**src/rtl/keyed_ctrl_pkg.sv**
```systemverilog
package keyed_ctrl_pkg;

  typedef enum logic [1:0] {
    KEY_IDLE  = 2'd0,
    KEY_GOT_W = 2'd1,
    KEY_GOT_X = 2'd2
  } keyState_t;

  typedef struct packed {
    logic loadLow;
    logic setWdog;
    logic setExtra;
  } ctrlStrobes_t;

endpackage

```
**src/rtl/keyed_ctrl_fsm.sv**
```systemverilog
module keyed_ctrl_fsm
  import keyed_ctrl_pkg::*;
#(
  parameter int KEY_W = 8,
  parameter logic [KEY_W-1:0] KEY_A = 8'hE5,
  parameter logic [KEY_W-1:0] KEY_B = 8'hA5
) (
  input  logic             clk,
  input  logic             rstN,
  input  logic             wrEn,
  input  logic [KEY_W-1:0] keyByte,
  output ctrlStrobes_t     strobes
);

  keyState_t curState, nextState;

  always_comb begin
    nextState        = curState;
    strobes.loadLow  = wrEn;
    strobes.setWdog  = 1'b0;
    strobes.setExtra = 1'b0;
    if (wrEn) begin
      unique case (curState)
        KEY_IDLE: begin
          if (keyByte == KEY_A)      nextState = KEY_GOT_W;
          else if (keyByte == KEY_B) nextState = KEY_GOT_X;
        end
        KEY_GOT_W: begin
          if (keyByte == KEY_B) begin
            strobes.setWdog = 1'b1;
            nextState       = KEY_IDLE;
          end else if (keyByte != KEY_A) begin
            nextState = KEY_IDLE;
          end
        end
        KEY_GOT_X: begin
          if (keyByte == KEY_A) begin
            strobes.setExtra = 1'b1;
            nextState        = KEY_IDLE;
          end else if (keyByte != KEY_B) begin
            nextState = KEY_IDLE;
          end
        end
        default: nextState = KEY_IDLE;
      endcase
    end
  end

  always_ff @(posedge clk or negedge rstN) begin
    if (!rstN) curState <= KEY_IDLE;
    else       curState <= nextState;
  end

  // a byte other than a key byte always drops an armed detector
  a_r6_abort_to_idle: assert property (@(posedge clk) disable iff (!rstN)
    (wrEn && curState != KEY_IDLE && keyByte != KEY_A && keyByte != KEY_B)
      |=> curState == KEY_IDLE);

  // no write, no state change
  a_r3_state_hold: assert property (@(posedge clk) disable iff (!rstN)
    !wrEn |=> $stable(curState));

  // a completed sequence leaves the detector idle
  a_r10_complete_idle: assert property (@(posedge clk) disable iff (!rstN)
    (strobes.setWdog || strobes.setExtra) |=> curState == KEY_IDLE);

endmodule

```
**src/rtl/keyed_ctrl_dp.sv**
```systemverilog
module keyed_ctrl_dp
  import keyed_ctrl_pkg::*;
#(
  parameter int CTRL_W = 8,
  parameter logic [CTRL_W-1:0] LOW_RST = 8'h70
) (
  input  logic              clk,
  input  logic              rstN,
  input  ctrlStrobes_t      strobes,
  input  logic [CTRL_W-1:0] lowByte,
  output logic [CTRL_W-1:0] ctrlOut,
  output logic              wdogEn,
  output logic              extraEn
);

  always_ff @(posedge clk or negedge rstN) begin
    if (!rstN) begin
      ctrlOut <= LOW_RST;
      wdogEn  <= 1'b0;
      extraEn <= 1'b0;
    end else begin
      if (strobes.loadLow)  ctrlOut <= lowByte;
      if (strobes.setWdog)  wdogEn  <= 1'b1;
      if (strobes.setExtra) extraEn <= 1'b1;
    end
  end

  a_r2_low_load: assert property (@(posedge clk) disable iff (!rstN)
    strobes.loadLow |=> ctrlOut == $past(lowByte));

  a_r3_low_hold: assert property (@(posedge clk) disable iff (!rstN)
    !strobes.loadLow |=> $stable(ctrlOut));

  a_r8_wdog_sticky: assert property (@(posedge clk) disable iff (!rstN)
    wdogEn |=> wdogEn);

  a_r8_extra_sticky: assert property (@(posedge clk) disable iff (!rstN)
    extraEn |=> extraEn);

endmodule

```
**src/rtl/keyed_ctrl_reg.sv**
```systemverilog
module keyed_ctrl_reg
  import keyed_ctrl_pkg::*;
#(
  parameter int DATA_W = 16,
  parameter int CTRL_W = 8,
  parameter logic [CTRL_W-1:0] LOW_RST = 8'h70,
  parameter logic [DATA_W-CTRL_W-1:0] KEY_A = 8'hE5,
  parameter logic [DATA_W-CTRL_W-1:0] KEY_B = 8'hA5
) (
  input  logic              clk,
  input  logic              rstN,
  input  logic              wrEn,
  input  logic [DATA_W-1:0] wrData,
  output logic [CTRL_W-1:0] ctrlOut,
  output logic              wdogEn,
  output logic              extraEn,
  output logic [DATA_W-1:0] rdData
);

  localparam int KEY_W = DATA_W - CTRL_W;

  ctrlStrobes_t strobes;

  keyed_ctrl_fsm #(.KEY_W(KEY_W), .KEY_A(KEY_A), .KEY_B(KEY_B)) uFsm (
    .clk    (clk),
    .rstN   (rstN),
    .wrEn   (wrEn),
    .keyByte(wrData[DATA_W-1:CTRL_W]),
    .strobes(strobes)
  );

  keyed_ctrl_dp #(.CTRL_W(CTRL_W), .LOW_RST(LOW_RST)) uDp (
    .clk    (clk),
    .rstN   (rstN),
    .strobes(strobes),
    .lowByte(wrData[CTRL_W-1:0]),
    .ctrlOut(ctrlOut),
    .wdogEn (wdogEn),
    .extraEn(extraEn)
  );

  always_comb begin
    rdData              = '0;
    rdData[CTRL_W-1:0]  = ctrlOut;
    rdData[CTRL_W]      = wdogEn;
    rdData[CTRL_W+1]    = extraEn;
  end

  // the watchdog enable only rises on a write carrying the second key
  a_r4_wdog_on_key: assert property (@(posedge clk) disable iff (!rstN)
    $rose(wdogEn) |-> ($past(wrEn) && $past(wrData[DATA_W-1:CTRL_W]) == KEY_B));

  // the extra enable only rises on a write carrying the first key
  a_r5_extra_on_key: assert property (@(posedge clk) disable iff (!rstN)
    $rose(extraEn) |-> ($past(wrEn) && $past(wrData[DATA_W-1:CTRL_W]) == KEY_A));

endmodule

```
**config.mk**
```make
export PLATFORM = sky130hd
export DESIGN_NAME = keyed_ctrl_reg
export DESIGN_NICKNAME = d
export VERILOG_FILES = /design/src/rtl/keyed_ctrl_pkg.sv /design/src/rtl/keyed_ctrl_fsm.sv /design/src/rtl/keyed_ctrl_dp.sv /design/src/rtl/keyed_ctrl_reg.sv
export SDC_FILE = /design/constraint.sdc
export NUM_CORES = 1
export LEC_CHECK = 0
export ABC_AREA = 1
export BUFFER_PORTS_ARGS = -buffer_cell sky130_fd_sc_hd__buf_2
export CAP_MARGIN = 20
export CORE_MARGIN = 2
export CORE_UTILIZATION = 45
export CTS_BUF_LIST = sky130_fd_sc_hd__clkbuf_8
export CTS_CLUSTER_DIAMETER = 30
export CTS_CLUSTER_SIZE = 12
export DETAILED_ROUTE_END_ITERATION = 10
export PLACE_DENSITY = 0.84
export SYNTH_ARGS = -nofsm -noshare
export SYNTH_HDL_FRONTEND = slang
export SYNTH_SLANG_ARGS = --single-unit
```
**constraint.sdc**
```tcl
create_clock -name clk -period 3.45 [get_ports clk]
set_clock_uncertainty 0.15 [all_clocks]
set_input_delay 0.345 -clock clk [delete_from_list [all_inputs] [get_ports clk]]
set_output_delay 0.345 -clock clk [all_outputs]
set_load 0.02 [all_outputs]
```
==> Word-level counts from Yosys, hierarchy flattened <==
Cells that the tools add are included.
W data, S select, Z words.
{ "totals": {"reg_bits": 12, "latchBits": 0, "ramBits": 0, "romBits": 0, "in_bits": 19, "n_memories": 0} }
{ "classes": {"n_addsub": 0, "multipliers": 0, "div": 0, "order_cmp": 0, "eq_ne": 9, "shift": 0, "muxes": 12, "bitwise": 0, "n_reduce_logical": 2} }
{ "op_table": {"columns": ["cell", "n"], "rows": [
  ["$eq A8 B8 Y1 const B", 2],
  ["$ne A8 B8 Y1 const B", 2],
  ["$mux W2", 7],
  ["$ne A3 B1 Y1 const B", 3],
  ["$pmux W2 S3", 1],
  ["$mux W1", 4],
  ["$reduce_and A4 Y1", 1],
  ["$eq A2 B1 Y1 const B", 1],
  ["$eq A2 B2 Y1 const B", 1],
  ["$logic_not A2 Y1", 1]
]} }

==> Logic depth before layout (Yosys ltp) <==
{ "depth": {"word_depth": 4, "ltp_mapped": 10, "depth_no_buf": 10} }

==> Modules after synthesis <==
A second synthesis with hierarchy kept.
{ "unflattened": {"hier_cells": 94, "area_unflattened_um2": 726.9} }
{ "modules_own_cells": {"columns": ["module", "instances", "cells_each", "area_per_inst_um2"], "rows": [
  ["keyed_ctrl_dp", 1, 38, 371.6],
  ["keyed_ctrl_fsm", 1, 39, 231.5],
  ["keyed_ctrl_reg", 1, 17, 123.9]
]} }

==> Least setup slack after synthesis <==
OpenSTA, ideal clock, no wires.
{ "synth_timing": {"path_type": "register to output", "start": "register uDp.ctrlOut[4]", "end": "output port rdData[4]", "arrival_time_ps": 731, "required_time_ps": 2955, "slack_ps": 2224, "stages_incl_launch_ff": 2, "path_cell_list": "dfstp_2 > buf_4"} }
{ "synth_lines": {"columns": ["item", "line_no", "rtl"], "rows": [
  ["from (decl)", "keyed_ctrl_dp.sv:11", "output logic [CTRL_W-1:0] ctrlOut,"],
  ["from (signal assigned)", "keyed_ctrl_dp.sv:22", "if (strobes.loadLow) ctrlOut <= lowByte;"],
  ["to (decl)", "keyed_ctrl_reg.sv:17", "output logic [DATA_W-1:0] rdData"]
]} }
No word-level cell between the ends.

==> Worst setup path in the final report <==
{ "layout_timing": {"start": "register uDp.ctrlOut[4]", "end": "output port ctrlOut[4]"} }
{ "layout_lines": {"columns": ["item", "line_no", "rtl"], "rows": [
  ["to (decl)", "keyed_ctrl_reg.sv:14", "output logic [CTRL_W-1:0] ctrlOut,"]
]} }
No word-level cell between the ends.

==> reports/qor.txt <==
Post-route DRC - 0
Unique masters post-synth - 15
Total Power - 0.440 mW
flops & latches, synth - 12
hold depth - 3
hold path startpoint - wrData[5]
drt total wl - 1400 um
core region area - 0.00149 mm^2
Crit path max-delay family - flip-flops
syn avg cell area - 7.55 um^2
Detailed Place HPWL - 1110 um
final hold vios - 0
initial drt markers - 12
Antenna Nets Post-Route - 0
status - finished clean
worst hold path class - in2reg
pwr/cell area - 501 mW/mm^2
GRT Overall Usage - 16.9%
share of the synthesized area in the top cell type - 31.7%
reg2reg path depth - 7
most common library cells after synthesis - nand2_1, buf_4, dfrtp_1
clk buf depth - 2
initial antenna violation count - 0
number of synthesized flops with an enable pin - 0
Critical-path top delay cell - dfstp_2
sequential element share of the synthesized area - 42.9%
first-pass GRT wire length - 2390 um
Worst-Skew Late Latency - 0.24 ns
largest net degree at the start of global routing - 13
Cells after Synth - 94
cell taking the most area after synthesis - dfrtp_1
slack of the critical path - 2.03 ns
Leak - 0.537 nW
crit share post-route - 41.3%
CTS Sinks - 12
max incr delay on CP - 0.53 ns
Worst-path clk slew - 0.05 ns
fin. max-slew vios - 0
DR WL/cell - 9.91 um
Die Y - 43.7 um
Starting Density - 47.6%
r2r startpoint - uFsm.curState[0]
RSZ-0062 raised after global routing - false
synth warn - 0
Sum Neg Setup Slack - 0 ns
WP data arrival - 0.93 ns
routability cong. - 0.702
WP buf/inv - 1
Primary FF master, synth - dfrtp_1
Vias - 635
final setup fails - 0
crit path max fanout - 3
Final #Nets - 145
ys async rst share - 100%
area of the die - 0.00191 mm^2
WS Path Type - reg2out
Hold Path Sink - uDp.ctrlOut[5]
Peak supply drop - 0.000277 V
CTS tree - yes
flop2flop setup slack - 2.19 ns
I/O pin total - 45
Cell Chain, Critical Path - buf_2
diode count - 0
area of the mapped netlist - 709 um^2
R2R Path End - uFsm.curState[1]
chip width - 43.7 um
most frequent cell after synthesis - nand2_1
share of post-route cells with drive strength above 1 - 42.4%
Max-Cap Viols - 0
Placement Rows - 14
number of CTS-inserted buffers - 3
routed vias/inst - 4.50
Req. time, crit path - 2.95 ns
root buf cell - clkbuf_8
pre-CTS WS - 2.04 ns
H-tree Lvls - 1
Synth area leaders - dfrtp_1, nand2_1, buf_4
DR pass1 iterations - 4
Peak Freq - 702 MHz
Setup crit end kind - primary output
total gr overflow - 0
minimum clock period - 1.42 ns
P&R area growth vs syn - 23.8%
CP Launch Type - register
post-CTS resize count - 0
vias in the first global route - 624
Port Buffers - 38
[state kept, by name (all words and copies together), names as in the netlist]
| signal | cells |
|---|---|
| uDp.ctrlOut | 8 |
| uDp.extraEn | 1 |
| uDp.wdogEn | 1 |
| uFsm.curState | 2 |
[cells by family (layout without fill, tap and decap cells)]
group,after synthesis,count (layout),share of synthesized area [%]
DFF,12,12,42.9
AOI/OAI and AO/OA,2,2,2.12
and+or+nand+nor,53,53,32.1
other,1,6,0.529
buffers and inverters,26,52,22.4
[worst max path at each step]
stage	from	to	cells after the start
2_1_floorplan	uDp.ctrlOut[4]	rdData[4]	1
3_3_place_gp	wrData[9]	uFsm.curState[1]	11
3_5_place_dp	wrData[9]	uFsm.curState[0]	11
4_1_cts	uDp.ctrlOut[4]	ctrlOut[4]	1
5_1_grt	uDp.ctrlOut[6]	rdData[6]	1
6_report	uDp.ctrlOut[4]	ctrlOut[4]	1
[tightest hold or removal path, cell delays in order]
cell	delay (ns)
buf_2	0.09
nand2_1	0.05
nand2_1	0.05
[layer usage]
layer / up-vias / part of all wire (%) / global-route usage [%]
met5: - / 0 / 0
met4: 0 / 3.1 / 10.3
met3: 7 / 7.2 / 4.58
met2: 30 / 53 / 31.5
met1: 278 / 37 / 16.0
li1: 320 / - / -
[power by group]
part	total, mW	switching (mW)	internal [mW]	leakage, nW
clock	0.152	0.0512	0.101	0.0288
combinational	0.116	0.0769	0.0396	0.362
sequential	0.172	0.0133	0.159	0.146
total	0.440	0.141	0.299	0.537
[stage by stage]
stage	std cells	cell area (um^2)	hold WS (ns)	utilization, %
2_1_floorplan	99	728	-0.101	-
3_3_place_gp	136	813	0.0782	54.6
3_5_place_dp	136	813	0.0825	54.6
4_1_cts	141	878	0.150	59.0
5_1_grt	141	878	0.149	59.0
6_report	141	878	0.148	59.0
[cell usage in the layout, fill, tap and decap left out]
cell           instances
buf_2                 38
nor2_2                 1
inv_2                  1
o21bai_1               2
inv_1                  8
conb_1                 6
nand3_1                4
nor2_4                 1
dlygate4sd3_1          1
nor2_1                 4
dfrtp_1                9
nand2_2                5
dfstp_2                3
nand2_1               37
nor3_1                 1
clkbuf_8               4
[cell type report]
class | count | area, um^2
Sequential cell | 12 | 304
Inverter | 9 | 33.8
Fill cell | 136 | 611
Multi-Input combinational cell | 61 | 265
Tap cell | 16 | 20.0
Timing Repair Buffer | 39 | 200
Clock buffer | 4 | 55.1
[what timing repair did]
| action | in CTS | in global routing |
|---|---|---|
| hold endpoints to repair | 9 | 0 |
| hold buffers | 1 | 0 |
| setup buffers | 0 | 0 |
Note: power is estimated with default switching activity, not from simulation.
